**src/rtl/vdp_host_pkg.sv**
```systemverilog
package vdp_host_pkg;
  localparam int unsigned HOST_W     = 8;
  localparam int unsigned STAT_FRAME = 7;
  localparam int unsigned STAT_FIFTH = 6;
  localparam int unsigned STAT_COLL  = 5;
  localparam int unsigned NUM_W      = 5;
  localparam int unsigned IE_REG     = 1;
  localparam int unsigned IE_BIT     = 5;
  typedef logic [HOST_W-1:0] hbyte_t;
endpackage

```
**src/rtl/vdp_cmd_seq.sv**
```systemverilog
module vdp_cmd_seq
  import vdp_host_pkg::*;
#(
  parameter int unsigned ADDR_W    = 14,
  parameter int unsigned REG_SEL_W = 3
) (
  input  logic                 clk,
  input  logic                 rst_n,
  input  logic                 acc,
  input  logic                 sel_cmd,
  input  logic                 we,
  input  hbyte_t               wdata,
  output logic                 addr_load,
  output logic                 addr_read,
  output logic [ADDR_W-1:0]    addr_value,
  output logic                 reg_wr,
  output logic [REG_SEL_W-1:0] reg_idx,
  output hbyte_t               reg_val
);
  localparam int unsigned HI_W = ADDR_W - HOST_W;

  logic   second_q, second_nx;
  hbyte_t first_q, first_nx;
  logic   cmd_wr, pair_done;

  assign cmd_wr    = acc && sel_cmd && we;
  assign pair_done = cmd_wr && second_q;

  always_comb begin
    second_nx = second_q;
    first_nx  = first_q;
    if (acc) begin
      second_nx = cmd_wr ? !second_q : 1'b0;
      if (cmd_wr && !second_q) first_nx = wdata;
    end
  end

  always_ff @(posedge clk or negedge rst_n) begin
    if (!rst_n) begin
      second_q <= 1'b0;
      first_q  <= '0;
    end else begin
      second_q <= second_nx;
      first_q  <= first_nx;
    end
  end

  assign addr_load  = pair_done && !wdata[7];
  assign addr_read  = !wdata[6];
  assign addr_value = {wdata[HI_W-1:0], first_q};
  assign reg_wr     = pair_done && wdata[7];
  assign reg_idx    = wdata[REG_SEL_W-1:0];
  assign reg_val    = first_q;
endmodule

```
**src/rtl/vdp_ctrl_regs.sv**
```systemverilog
module vdp_ctrl_regs
  import vdp_host_pkg::*;
#(
  parameter int unsigned REG_CNT   = 8,
  parameter int unsigned REG_SEL_W = 3
) (
  input  logic                        clk,
  input  logic                        rst_n,
  input  logic                        wr,
  input  logic [REG_SEL_W-1:0]        idx,
  input  hbyte_t                      val,
  output logic [REG_CNT*HOST_W-1:0]   regs_flat
);
  for (genvar i = 0; i < REG_CNT; i++) begin : g_reg
    logic   hit;
    hbyte_t q;
    assign hit = wr && (idx == REG_SEL_W'(i));
    always_ff @(posedge clk or negedge rst_n) begin
      if (!rst_n)   q <= '0;
      else if (hit) q <= val;
    end
    assign regs_flat[i*HOST_W +: HOST_W] = q;
  end
endmodule

```
**src/rtl/vdp_vram_port.sv**
```systemverilog
module vdp_vram_port
  import vdp_host_pkg::*;
#(
  parameter int unsigned ADDR_W = 14
) (
  input  logic              clk,
  input  logic              rst_n,
  input  logic              acc_data,
  input  logic              data_we,
  input  hbyte_t            wdata,
  input  logic              addr_load,
  input  logic              addr_read,
  input  logic [ADDR_W-1:0] addr_value,
  input  logic              vram_ack,
  input  hbyte_t            vram_rdata,
  output logic              busy,
  output logic [ADDR_W-1:0] vram_addr,
  output hbyte_t            vram_wdata,
  output logic              vram_we,
  output logic              vram_re,
  output hbyte_t            rbuf
);
  localparam logic [ADDR_W-1:0] ONE = ADDR_W'(1);

  logic [ADDR_W-1:0] ptr_q, ptr_nx, req_q, req_nx, base;
  logic              pend_q, pend_nx, rw_q, rw_nx;
  hbyte_t            wd_q, wd_nx, buf_q, buf_nx;
  logic              start_rd, start_wr;

  assign start_rd = (acc_data && !data_we) || (addr_load && addr_read);
  assign start_wr = acc_data && data_we;
  assign base     = addr_load ? addr_value : ptr_q;

  always_comb begin
    ptr_nx  = ptr_q;
    req_nx  = req_q;
    pend_nx = pend_q;
    rw_nx   = rw_q;
    wd_nx   = wd_q;
    buf_nx  = buf_q;
    if (start_rd || start_wr) begin
      req_nx  = base;
      ptr_nx  = base + ONE;
      pend_nx = 1'b1;
      rw_nx   = start_wr;
      if (start_wr) wd_nx = wdata;
    end else if (addr_load) begin
      ptr_nx = addr_value;
    end
    if (pend_q && vram_ack) begin
      pend_nx = 1'b0;
      if (!rw_q) buf_nx = vram_rdata;
    end
  end

  always_ff @(posedge clk or negedge rst_n) begin
    if (!rst_n) begin
      ptr_q  <= '0;
      req_q  <= '0;
      pend_q <= 1'b0;
      rw_q   <= 1'b0;
      wd_q   <= '0;
      buf_q  <= '0;
    end else begin
      ptr_q  <= ptr_nx;
      req_q  <= req_nx;
      pend_q <= pend_nx;
      rw_q   <= rw_nx;
      wd_q   <= wd_nx;
      buf_q  <= buf_nx;
    end
  end

  assign busy       = pend_q;
  assign vram_addr  = req_q;
  assign vram_wdata = wd_q;
  assign vram_we    = pend_q && rw_q;
  assign vram_re    = pend_q && !rw_q;
  assign rbuf       = buf_q;
endmodule

```
**src/rtl/vdp_status_flags.sv**
```systemverilog
module vdp_status_flags
  import vdp_host_pkg::*;
(
  input  logic             clk,
  input  logic             rst_n,
  input  logic             rd_clr,
  input  logic             frame_set,
  input  logic             fifth_set,
  input  logic [NUM_W-1:0] fifth_num,
  input  logic             coll_set,
  output hbyte_t           status,
  output logic             frame_flag
);
  logic             frame_q, frame_nx, fifth_q, fifth_nx, coll_q, coll_nx;
  logic [NUM_W-1:0] num_q, num_nx;

  always_comb begin
    frame_nx = frame_set || (frame_q && !rd_clr);
    fifth_nx = fifth_set || (fifth_q && !rd_clr);
    coll_nx  = coll_set  || (coll_q  && !rd_clr);
    num_nx   = (fifth_set && !fifth_q) ? fifth_num : num_q;
  end

  always_ff @(posedge clk or negedge rst_n) begin
    if (!rst_n) begin
      frame_q <= 1'b0;
      fifth_q <= 1'b0;
      coll_q  <= 1'b0;
      num_q   <= '0;
    end else begin
      frame_q <= frame_nx;
      fifth_q <= fifth_nx;
      coll_q  <= coll_nx;
      num_q   <= num_nx;
    end
  end

  always_comb begin
    status             = '0;
    status[STAT_FRAME] = frame_q;
    status[STAT_FIFTH] = fifth_q;
    status[STAT_COLL]  = coll_q;
    status[NUM_W-1:0]  = num_q;
  end
  assign frame_flag = frame_q;
endmodule

```
**src/rtl/vdp_host_port.sv**
```systemverilog
module vdp_host_port
  import vdp_host_pkg::*;
#(
  parameter int unsigned ADDR_W  = 14,
  parameter int unsigned REG_CNT = 8
) (
  input  logic                      clk,
  input  logic                      rst_n,
  input  logic                      host_cs,
  input  logic                      host_sel,
  input  logic                      host_we,
  input  logic [7:0]                host_wdata,
  output logic [7:0]                host_rdata,
  output logic                      host_busy,
  output logic [ADDR_W-1:0]         vram_addr,
  output logic [7:0]                vram_wdata,
  output logic                      vram_we,
  output logic                      vram_re,
  input  logic                      vram_ack,
  input  logic [7:0]                vram_rdata,
  input  logic                      frame_pulse,
  input  logic                      fifth_pulse,
  input  logic [4:0]                fifth_num,
  input  logic                      coll_pulse,
  output logic [REG_CNT*8-1:0]      ctrl_regs,
  output logic                      int_n
);
  localparam int unsigned REG_SEL_W = $clog2(REG_CNT);

  logic                 acc, acc_data, stat_rd;
  logic                 addr_load, addr_read, reg_wr, frame_flag;
  logic [ADDR_W-1:0]    addr_value;
  logic [REG_SEL_W-1:0] reg_idx;
  hbyte_t               reg_val, rbuf, status, rdata_q, rdata_nx;

  assign acc      = host_cs && !host_busy;
  assign acc_data = acc && !host_sel;
  assign stat_rd  = acc && host_sel && !host_we;

  vdp_cmd_seq #(.ADDR_W(ADDR_W), .REG_SEL_W(REG_SEL_W)) u_seq (
    .clk(clk), .rst_n(rst_n), .acc(acc), .sel_cmd(host_sel), .we(host_we),
    .wdata(host_wdata), .addr_load(addr_load), .addr_read(addr_read),
    .addr_value(addr_value), .reg_wr(reg_wr), .reg_idx(reg_idx), .reg_val(reg_val)
  );

  vdp_ctrl_regs #(.REG_CNT(REG_CNT), .REG_SEL_W(REG_SEL_W)) u_regs (
    .clk(clk), .rst_n(rst_n), .wr(reg_wr), .idx(reg_idx), .val(reg_val),
    .regs_flat(ctrl_regs)
  );

  vdp_vram_port #(.ADDR_W(ADDR_W)) u_vram (
    .clk(clk), .rst_n(rst_n), .acc_data(acc_data), .data_we(host_we),
    .wdata(host_wdata), .addr_load(addr_load), .addr_read(addr_read),
    .addr_value(addr_value), .vram_ack(vram_ack), .vram_rdata(vram_rdata),
    .busy(host_busy), .vram_addr(vram_addr), .vram_wdata(vram_wdata),
    .vram_we(vram_we), .vram_re(vram_re), .rbuf(rbuf)
  );

  vdp_status_flags u_stat (
    .clk(clk), .rst_n(rst_n), .rd_clr(stat_rd), .frame_set(frame_pulse),
    .fifth_set(fifth_pulse), .fifth_num(fifth_num), .coll_set(coll_pulse),
    .status(status), .frame_flag(frame_flag)
  );

  always_comb begin
    rdata_nx = rdata_q;
    if (acc && !host_we) rdata_nx = host_sel ? status : rbuf;
  end

  always_ff @(posedge clk or negedge rst_n) begin
    if (!rst_n) rdata_q <= '0;
    else        rdata_q <= rdata_nx;
  end

  assign host_rdata = rdata_q;
  assign int_n      = !(frame_flag && ctrl_regs[IE_REG*8 + IE_BIT]);
endmodule

```
**config.mk**
```make
export PLATFORM = sky130hd
export DESIGN_NAME = vdp_host_port
export DESIGN_NICKNAME = d
export VERILOG_FILES = /design/src/rtl/vdp_host_pkg.sv /design/src/rtl/vdp_cmd_seq.sv /design/src/rtl/vdp_ctrl_regs.sv /design/src/rtl/vdp_vram_port.sv /design/src/rtl/vdp_status_flags.sv /design/src/rtl/vdp_host_port.sv
export SDC_FILE = /design/constraint.sdc
export NUM_CORES = 1
export LEC_CHECK = 0
export BUFFER_PORTS_ARGS = -buffer_cell sky130_fd_sc_hd__clkbuf_2
export CAP_MARGIN = 20
export CELL_PAD_IN_SITES_DETAIL_PLACEMENT = 0
export CELL_PAD_IN_SITES_GLOBAL_PLACEMENT = 2
export CORE_ASPECT_RATIO = 0.75
export CORE_MARGIN = 8
export CORE_UTILIZATION = 38
export CTS_BUF_LIST = sky130_fd_sc_hd__clkbuf_8
export DETAILED_ROUTE_END_ITERATION = 6
export PLACE_DENSITY_LB_ADDON = 0.12
export SKIP_CTS_REPAIR_TIMING = 1
export SYNTH_ARGS = -nofsm -noshare
export SYNTH_HDL_FRONTEND = slang
export SYNTH_HIERARCHICAL = 1
export SYNTH_SLANG_ARGS = --single-unit
```
**constraint.sdc**
```tcl
create_clock -name clk -period 3.1 [get_ports clk]
set_input_delay 0.465 -clock clk [delete_from_list [all_inputs] [get_ports clk]]
set_output_delay 0.465 -clock clk [all_outputs]
set_load 0.02 [all_outputs]
```
Yosys cells after proc, flatten, opt, wreduce, memory -nomap -nowiden
Cells that the tools add are included.

storage, ports and cells
  output and inout bits = 98
  bits in registers = 135
  bits of input ports = 30
  word-level logic and storage cells = 85

cells by class
  bitwise logic cells = 1
  mux-type cells = 6
  add/sub/neg operators = 1
  reduce and logical (&&, ||, !) cells = 49
  equal/unequal tests = 7

operator list
  kind                                                                    number
  1-bit logical AND                                                       29
  14-bit two-way mux                                                      2
  14-bit by 1-bit adder with 14-bit output (second input constant)        1
  3-bit equality test (second input constant)                             4
  1-bit zero test                                                         10
  8-bit two-way mux                                                       1
  3-bit by 2-bit equality test with 1-bit output (second input constant)  2
  2-bit AND reduction                                                     3
  1-bit logical OR                                                        5
  3-bit by 1-bit equality test with 1-bit output (second input constant)  1
  3-bit zero test                                                         1
  1-bit two-way mux                                                       3
  2-bit nonzero test                                                      1
  1-bit inverter                                                          1

Longest topological paths before layout
Gate-level depths: netlist of run 1.

  word-level depth = 11
  mapped depth = 13
  gate-level depth less buffers = 10

Hierarchy
The synthesis of run 1 kept the hierarchy.

by module, submodules not included
  module            area each (um2)  sequential area each (um2)  instances  cells an instance
  vdp_ctrl_regs     2452.4           1601.5                      1          143
  vdp_vram_port     2120.8           1151.1                      1          184
  vdp_cmd_seq       496.7            225.2                       1          42
  vdp_host_port     436.7            200.2                       1          30
  vdp_status_flags  320.3            200.2                       1          21

Least setup slack after synthesis of run 1
Ideal clock, no wire load.

  path type = reg-to-reg
  from = register u_vram.pend_q (netlist: u_vram/busy)
  to = register u_vram.ptr_q[10]
  period minus slack after synthesis = 2.518 ns
  data arrival time = 2.396 ns
  required time = 2.977 ns
  setup slack = 0.582 ns
  path buffers = 3
  cell stages (with the launch flop) = 13
  setup time = 0.123 ns
  cell sequence = dfrtp_1 -> and2b_2 -> nand4_1 -> nor2_1 -> buf_6 -> buf_6 -> buf_2 -> mux2i_1 -> inv_1 -> ha_1 -> nor2b_1 -> nand3_1 -> xnor2_1

between the ends
  elaborated cells on any way between the ends = 15

RTL lines
  what                                      line                 source
  start, declared                           vdp_vram_port.sv:26  logic pend_q, pend_nx, rw_q, rw_nx;
  start signal, assigned                    vdp_vram_port.sv:67  pend_q <= pend_nx;
  1-bit zero test                           vdp_host_port.sv:36  assign acc = host_cs && !host_busy;
  1-bit logical AND                         vdp_host_port.sv:36
  net acc                                   vdp_host_port.sv:30  logic acc, acc_data, stat_rd;
  1-bit logical AND (2 in series)           vdp_cmd_seq.sv:26    assign cmd_wr = acc && sel_cmd && we;
  1-bit logical AND                         vdp_cmd_seq.sv:27    assign pair_done = cmd_wr && second_q;
  1-bit logical AND                         vdp_cmd_seq.sv:48    assign addr_load = pair_done && !wdata[7];
  net addr_load                             vdp_host_port.sv:31  logic addr_load, addr_read, reg_wr, frame_flag;
  14-bit two-way mux                        vdp_vram_port.sv:32  assign base = addr_load ? addr_value : ptr_q;
  net u_vram.base[1]                        vdp_vram_port.sv:25  logic [ADDR_W-1:0] ptr_q, ptr_nx, req_q, req_nx, base;
  14-bit by 1-bit adder with 14-bit output  vdp_vram_port.sv:43  ptr_nx = base + ONE;
  14-bit two-way mux                        vdp_vram_port.sv:41  if (start_rd || start_wr) begin
  net u_vram.ptr_nx[10]                     vdp_vram_port.sv:25
  end signal, assigned                      vdp_vram_port.sv:65  ptr_q <= ptr_nx;
  end, declared                             vdp_vram_port.sv:25

The timed path passes the listed nets, and every way through them passes these cells.
A chain may end at the register's enable or synchronous reset.

Final worst setup path of run 1
Same ends and word-level chain as after synthesis.

==> results_dict.tcl, run 1 <==
set metrics [dict create \
    synth_edf_count 0 \
    leakage_nw 3.477 \
    die_y_um 123.2 \
    crit_path_top_delay_cell "dfrtp_1" \
    drc 0 \
    yosys.area.top_type "dfrtp_1" \
    clock_path_buffers 2 \
    max-vdd-ir-drop_mv 0.4779 \
    grt_use_total 0.1504 \
    synth_area_leaders "dfrtp_1 (58%), mux2_2 (22%), buf_4 (2.7%)" \
    slew_viol_final 0 \
    num_antenna_cells 0 \
    path_delay_family "simple AND/OR/NAND/NOR gates" \
    synthFlopType "dfrtp_1" \
    cp-start-kind "flop" \
    place_inst 730 \
    slowest_delay_ns 0.46 \
    die-area_um2 19590 \
    worstSetupPathType "reg2reg" \
    synth_cell_type_count 40 \
    finalNonFillerCells 762 \
    status "finished, final reports clean" \
    numCtsBuffers 17 \
    setup_viol 0 \
    crit_chain "and2b_2 -> nand4_1 -> nor2_2 -> buf_4 -> mux2i_1 -> inv_1 -> ha_1 -> nor2b_1 -> nand3_1 -> xnor2_1" \
    htreeDepth 4 \
    hold_viol 0 \
    ys_warn_count 6 \
    wire_per_inst_um 18.50 \
    hp-class "in2async" \
    crit_path_start "u_vram/busy" \
    skew_ns 0.009261 \
    cts_sinks 135 \
    fillCellCount 1423 \
    cts_root_buf "clkbuf_8" \
    start_util 0.3852 \
    end_kind "flop" \
    syn_inst 420 \
    r2r_cells 10 \
    grt_pass1_vias 3976 \
    io_pins 128 \
    fin_setup_tns_ns 0 \
    required_ns 3.42 \
    fmax_mhz 386.7 \
    die_w_um 159.0 \
    antenna_found_initial 0 \
    switchingPower_mw 2.108 \
    clk_pin_slew_worst_paths_ns 0.08 \
    synth_seq_cells 135 \
    maxCapViolations 0 \
    viasPerCell 4.776 \
    power_frac_seq 0.463 \
    cp_data_arrival_time_ns 2.91 \
    p_int_mw 3.832 \
    grt_start_max_net_pins 77 \
    synth_top_area_share 0.5798 \
    ant_nets 0 \
    cp_max_fo 20 \
    insertion_delay_ns 0.44 \
    yosysMostFrequentCell "dfrtp_1" \
    yosys-top-cells-count "dfrtp_1 (135), mux2_2 (113), nor2_1 (26)" \
    cts_tree "yes" \
    rsz0062_at_grt "false" \
    slew_headroom 0.5273 \
    async_flop_share 1.000 \
    powerDensity_nw_per_um2 843.9 \
    nets 575 \
    synth_area_per_cell_um2 13.87 \
    drive_above_1_share 0.5368 \
    grt-ovfl-total 0 \
    pwr-share-clk 0.275 \
    worst-path-stages 10 \
    p_comb_frac 0.262 \
    power_switching_share 0.3549 \
    gp_congestion 0.7774 \
    drtIter0Drc 188 \
    max_slew.worst_pin.slew_ns 0.7091 \
    drt_first_pass_iters 4 \
    io_buffers 127 \
    period_needed_ns 2.586 \
    critPathBufInv 2 \
    syn2layout_area_growth_pct 20.81 \
    netlist_area_um2 5827 \
    grt_pass1_wl_um 22850 \
    via_count 3639 \
    synth_nets 451 \
    reg2reg_from "u_vram/busy" \
    wirelength_um 14090 \
    placementRows 39 \
    seq_area_frac_synth 0.5798 \
    coreArea_um2 15130 \
    dpl.hpwl_um 10340 \
    period_share 0.8343 \
]
## final cells by class
| cell class | count | area, um2 | area share |
|---|---|---|---|
| clock inverter | 15 | 214.0 | 0.03039 |
| inverter | 6 | 22.52 | 0.003199 |
| timing repair buffer | 139 | 732.0 | 0.1040 |
| multi-input combinational | 245 | 2202 | 0.3128 |
| tap | 205 | 256.5 | 0.03644 |
| sequential | 135 | 3378 | 0.4799 |
| clock buffer | 17 | 234.0 | 0.03324 |
## state kept, by name (all words and copies together) (netlist names)
register	cells
u_stat/fifth_q	1
u_vram/rw_q	1
host_rdata	8
u_stat/coll_q	1
u_vram/busy	1
u_regs/g.q	64
u_vram/vram_addr	14
u_seq/second_q	1
u_vram/vram_wdata	8
u_stat/num_q	5
u_stat/frame_flag	1
u_vram/rbuf	8
u_seq/reg_val	8
u_vram/ptr_q	14
## metal layers
metal  up-vias  global-route usage  share of wire
li1       1709                   -              -
met1      1819              0.2096           0.50
met2       100              0.2186           0.43
met3        11             0.05057          0.058
met4         0             0.04583         0.0090
met5         -                   0              0
## power by group through the flow
stage / registers [mW] / logic [mW] / clock network [mW]
5_1_grt: 2.84 / 1.70 / 1.77
2_1_floorplan: 2.87 / 0.895 / 0
4_1_cts: 2.76 / 1.59 / 1.69
3_5_place_dp: 2.79 / 1.58 / 0
6_report: 2.75 / 1.56 / 1.63
3_3_place_gp: 2.78 / 1.57 / 0
## worst paths after layout
kind,to,slack [ns]
min in group clk,u_stat/coll_q,0.21
worst max-delay path,u_vram/ptr_q[10],0.51
worst min-delay path,host_rdata[0],0.04
worst max register to register,u_vram/ptr_q[10],0.51
worst min register to register,u_stat/coll_q,0.49
max in group asynchronous,u_vram/rbuf[3],2.30
## kinds of logic after synthesis
logic type	Yosys count	synth area share
adders and majority gates	1	0.002147
and+or+nand+nor	81	0.08439
muxes	124	0.2373
buffers and inverters	40	0.04595
xor gates and xnor gates	14	0.02104
DFF	135	0.5798
AOI/OAI and AO/OA	25	0.02942
## placed cells by master (no fill, tap or decap), drive strengths merged, types with 2 or more instances in the layout
cell type and n:
clkbuf 143, dfrtp 135, mux2 113, nor2 26, nand2 19, buf 13, inv 12, mux2i 11
a21oi 11, xnor2 9, nand3 8, xor2 5, nor2b 5, nand4b 5, bufinv 4, nand4 4
o21ai 4, a21o 4, clkinv 3, nor4bb 3, and2 3, clkinvlp 2, nand3b 2
## per-stage QoR
stage | instance area [um2] | hold slack, ns | setup slack [ns] | utilization | power, mW
4_1_cts | 7039 | 0.06039 | 0.5137 | 0.4653 | 6.045
3_5_place_dp | 6591 | 0.4786 | 0.5127 | 0.4357 | 4.377
2_1_floorplan | 5827 | 0.1694 | 0.5819 | - | 3.769
6_report | 7039 | 0.04097 | 0.5138 | 0.4653 | 5.941
5_1_grt | 7039 | 0.07489 | 0.2753 | 0.4653 | 6.312
3_3_place_gp | 6591 | 0.4646 | 0.5708 | 0.4357 | 4.348
No activity file was read; power rests on OpenSTA's default activity.
==> run 2: changes to the inputs <==
--- a/config.mk
+++ b/config.mk
@@ -5,13 +5,14 @@
 export SDC_FILE = /design/constraint.sdc
 export NUM_CORES = 1
 export LEC_CHECK = 0
+export ABC_AREA = 1
 export BUFFER_PORTS_ARGS = -buffer_cell sky130_fd_sc_hd__clkbuf_2
 export CAP_MARGIN = 20
 export CELL_PAD_IN_SITES_DETAIL_PLACEMENT = 0
 export CELL_PAD_IN_SITES_GLOBAL_PLACEMENT = 2
 export CORE_ASPECT_RATIO = 0.75
 export CORE_MARGIN = 8
-export CORE_UTILIZATION = 38
+export CORE_UTILIZATION = 34
 export CTS_BUF_LIST = sky130_fd_sc_hd__clkbuf_8
 export DETAILED_ROUTE_END_ITERATION = 6
 export PLACE_DENSITY_LB_ADDON = 0.12
==> constraint.sdc (replaced) <==
create_clock -name clk -period 2.46 [get_ports clk]
set_input_delay 0.369 -clock clk [delete_from_list [all_inputs] [get_ports clk]]
set_output_delay 0.369 -clock clk [all_outputs]
set_load 0.02 [all_outputs]
==> results_dict.tcl, run 2 <==
set metrics [dict create \
    cp-start-kind "flop" \
    wirelength_um 17010 \
    cts_tree "yes" \
    drc 0 \
    drt-met1-wl_um 8384 \
    dpl.hpwl_um 12430 \
    layout_commonest_cell "nand2_1" \
    max-vdd-ir-drop_mv 0.5105 \
    worstSetupPathType "reg2reg" \
    placementRows 42 \
    gp_congestion 0.8115 \
    async_flop_share 1.000 \
    num_antenna_cells 0 \
    period_needed_ns 2.208 \
    drive_above_1_share 0.3007 \
    yosysMostFrequentCell "nand2_1" \
    synth_cell_type_count 33 \
    htreeDepth 4 \
    critPathBufInv 3 \
    required_ns 2.80 \
    max_slew.worst_pin.slew_ns 0.5325 \
    slew_viol_final 0 \
    wire_per_inst_um 15.90 \
    io_pins 128 \
    clock_path_buffers 2 \
    crit_path_top_delay_cell "dfrtp_1" \
    period_share 0.8977 \
    synthFlopType "dfrtp_1" \
    grt_pass1_vias 5080 \
    syn_inst 678 \
    synth_seq_cells 135 \
    slew_headroom 0.6437 \
    finalPower_mw 7.595 \
    synth_area_leaders "dfrtp_1 (55%), nand2_1 (19%), nand3_1 (4.0%)" \
    leakage_nw 4.143 \
    drtIter0Drc 268 \
    hold_viol 0 \
    routed-wl-met3_um 1057 \
    drt_first_pass_iters 5 \
    grt_use_total 0.1575 \
    nets 846 \
    io_buffers 127 \
    cp_data_arrival_time_ns 2.55 \
    crit_chain "inv_2 -> nand2_2 -> inv_2 -> nand2_2 -> nor2_4 -> nand2_2 -> nor2_4 -> nand2_2 -> nand2_4 -> ha_2 -> nand2_1 -> nor2_2 -> nand2_2 -> nor2_1 -> nand2_1 -> nand2_1 -> inv_1" \
    syn2layout_area_growth_pct 20.62 \
    cts_root_buf "clkbuf_8" \
    fmax_mhz 452.8 \
    via_count 4765 \
    synth_nets 709 \
    cpMostUsedCell "nand2_2" \
    fin_setup_tns_ns 0 \
    hp-class "in2reg" \
    status "finished, final reports clean" \
    numCtsBuffers 17 \
    skew_ns 0.01174 \
    yosys.area.top_type "dfrtp_1" \
    slowest_delay_ns 0.39 \
    insertion_delay_ns 0.44 \
    coreArea_um2 17660 \
    grt-ovfl-total 0 \
    route.top_layer_used "met4" \
    top_register "u_regs/g.q" \
    yosys-top-cells-count "nand2_1 (308), dfrtp_1 (135), nand3_1 (49)" \
    layout_common_cells "nand2_1 (307), dfrtp_1 (135), clkbuf_2 (126)" \
    synth_edf_count 0 \
    fillCellCount 1822 \
    path_delay_family "simple AND/OR/NAND/NOR gates" \
    seq_area_frac_synth 0.5502 \
    pre_cts_ws_ns 0.03256 \
    ys_warn_count 6 \
    grt_pass1_wl_um 27720 \
    maxCapViolations 0 \
    viasPerCell 4.453 \
    antenna_found_initial 0 \
    largest_reg_flops 64 \
    cp_max_fo 8 \
    end_kind "flop" \
    ant_nets 0 \
    die-area_um2 22660 \
    die_y_um 132.4 \
    cts_sinks 135 \
    synth_top_area_share 0.5502 \
    setup_ws_ns 0.2517 \
    met2WireLength_um 7476 \
    start_util 0.3477 \
    setup_viol 0 \
    synth_area_per_cell_um2 9.056 \
    powerDensity_nw_per_um2 1026 \
    clk_pin_slew_worst_paths_ns 0.07 \
    grt_start_max_net_pins 52 \
    die_w_um 171.2 \
    netlist_area_um2 6140 \
]
==> run 2: final cells by class <==
cell class,count,area (um2),area share
Timing Repair Buffer,156,887.1,0.1198
Sequential cell,135,3378,0.4562
Clock buffer,21,289.0,0.03903
Inverter,35,133.9,0.01808
Clock inverter,11,155.1,0.02095
Tap cell,242,302.8,0.04089
Multi-Input combinational cell,470,2260,0.3051
==> run 2: per-stage QoR <==
| stage | area [um2] | instances | utilization | hold slack, ns |
|---|---|---|---|---|
| 2_1_floorplan | 6142 | 678 | - | 0.07341 |
| 3_3_place_gp | 6929 | 1036 | 0.3924 | 0.3503 |
| 3_5_place_dp | 6929 | 1036 | 0.3924 | 0.3613 |
| 4_1_cts | 7373 | 1068 | 0.4176 | -0.1388 |
| 5_1_grt | 7406 | 1070 | 0.4194 | 0.08483 |
| 6_report | 7406 | 1070 | 0.4194 | 0.1288 |
==> run 2: worst paths after layout <==
kind                                       from                   end  slack (ns)  cells past startpoint
max                                 u_vram/busy      u_vram/ptr_q[10]        0.25                     17
min                                  coll_pulse         u_stat/coll_q        0.13                      2
max reg2reg                         u_vram/busy      u_vram/ptr_q[10]        0.25                     17
min reg2reg                u_regs/g_reg[7].q[2]  u_regs/g_reg[7].q[2]        0.48                      2
max in group asynchronous                 rst_n  u_regs/g_reg[2].q[7]        1.27                      3
min in group asynchronous                 rst_n       u_stat/num_q[0]        0.44                      2
==> run 2: power breakdown <==
group	internal [mW]	leakage, nW	switching [mW]	total (mW)
Combinational	0.826	2.14	1.60	2.43
Sequential	2.80	1.77	0.321	3.12
Clock	1.20	0.233	0.850	2.05
==> run 2: worst reg2reg max path, stage by stage, from the launching register on <==
cell and delay (ns):
dfrtp_1 0.39, inv_2 0.09, nand2_2 0.09, inv_2 0.08, nand2_2 0.07, nor2_4 0.09, nand2_2 0.07, nor2_4 0.25
nand2_2 0.13, nand2_4 0.10, ha_2 0.18, nand2_1 0.09, nor2_2 0.15, nand2_2 0.10, nor2_1 0.10, nand2_1 0.05
nand2_1 0.06, inv_1 0.04
==> run 2: layer usage <==
metal / GRT usage / vias to the layer above
li1: - / 2385
met1: 0.2126 / 2265
met2: 0.2380 / 108
met3: 0.05326 / 7
met4: 0.03807 / 0
met5: 0 / -
==> run 2: kinds of logic after synthesis <==
kind of cell               synth area share
AOI/OAI and AO/OA                   0.02344
xor gates and xnor gates            0.01141
adders and majority gates          0.002038
buffers and inverters               0.08416
DFF                                  0.5502
muxes                               0.02935
and+or+nand+nor                      0.2994
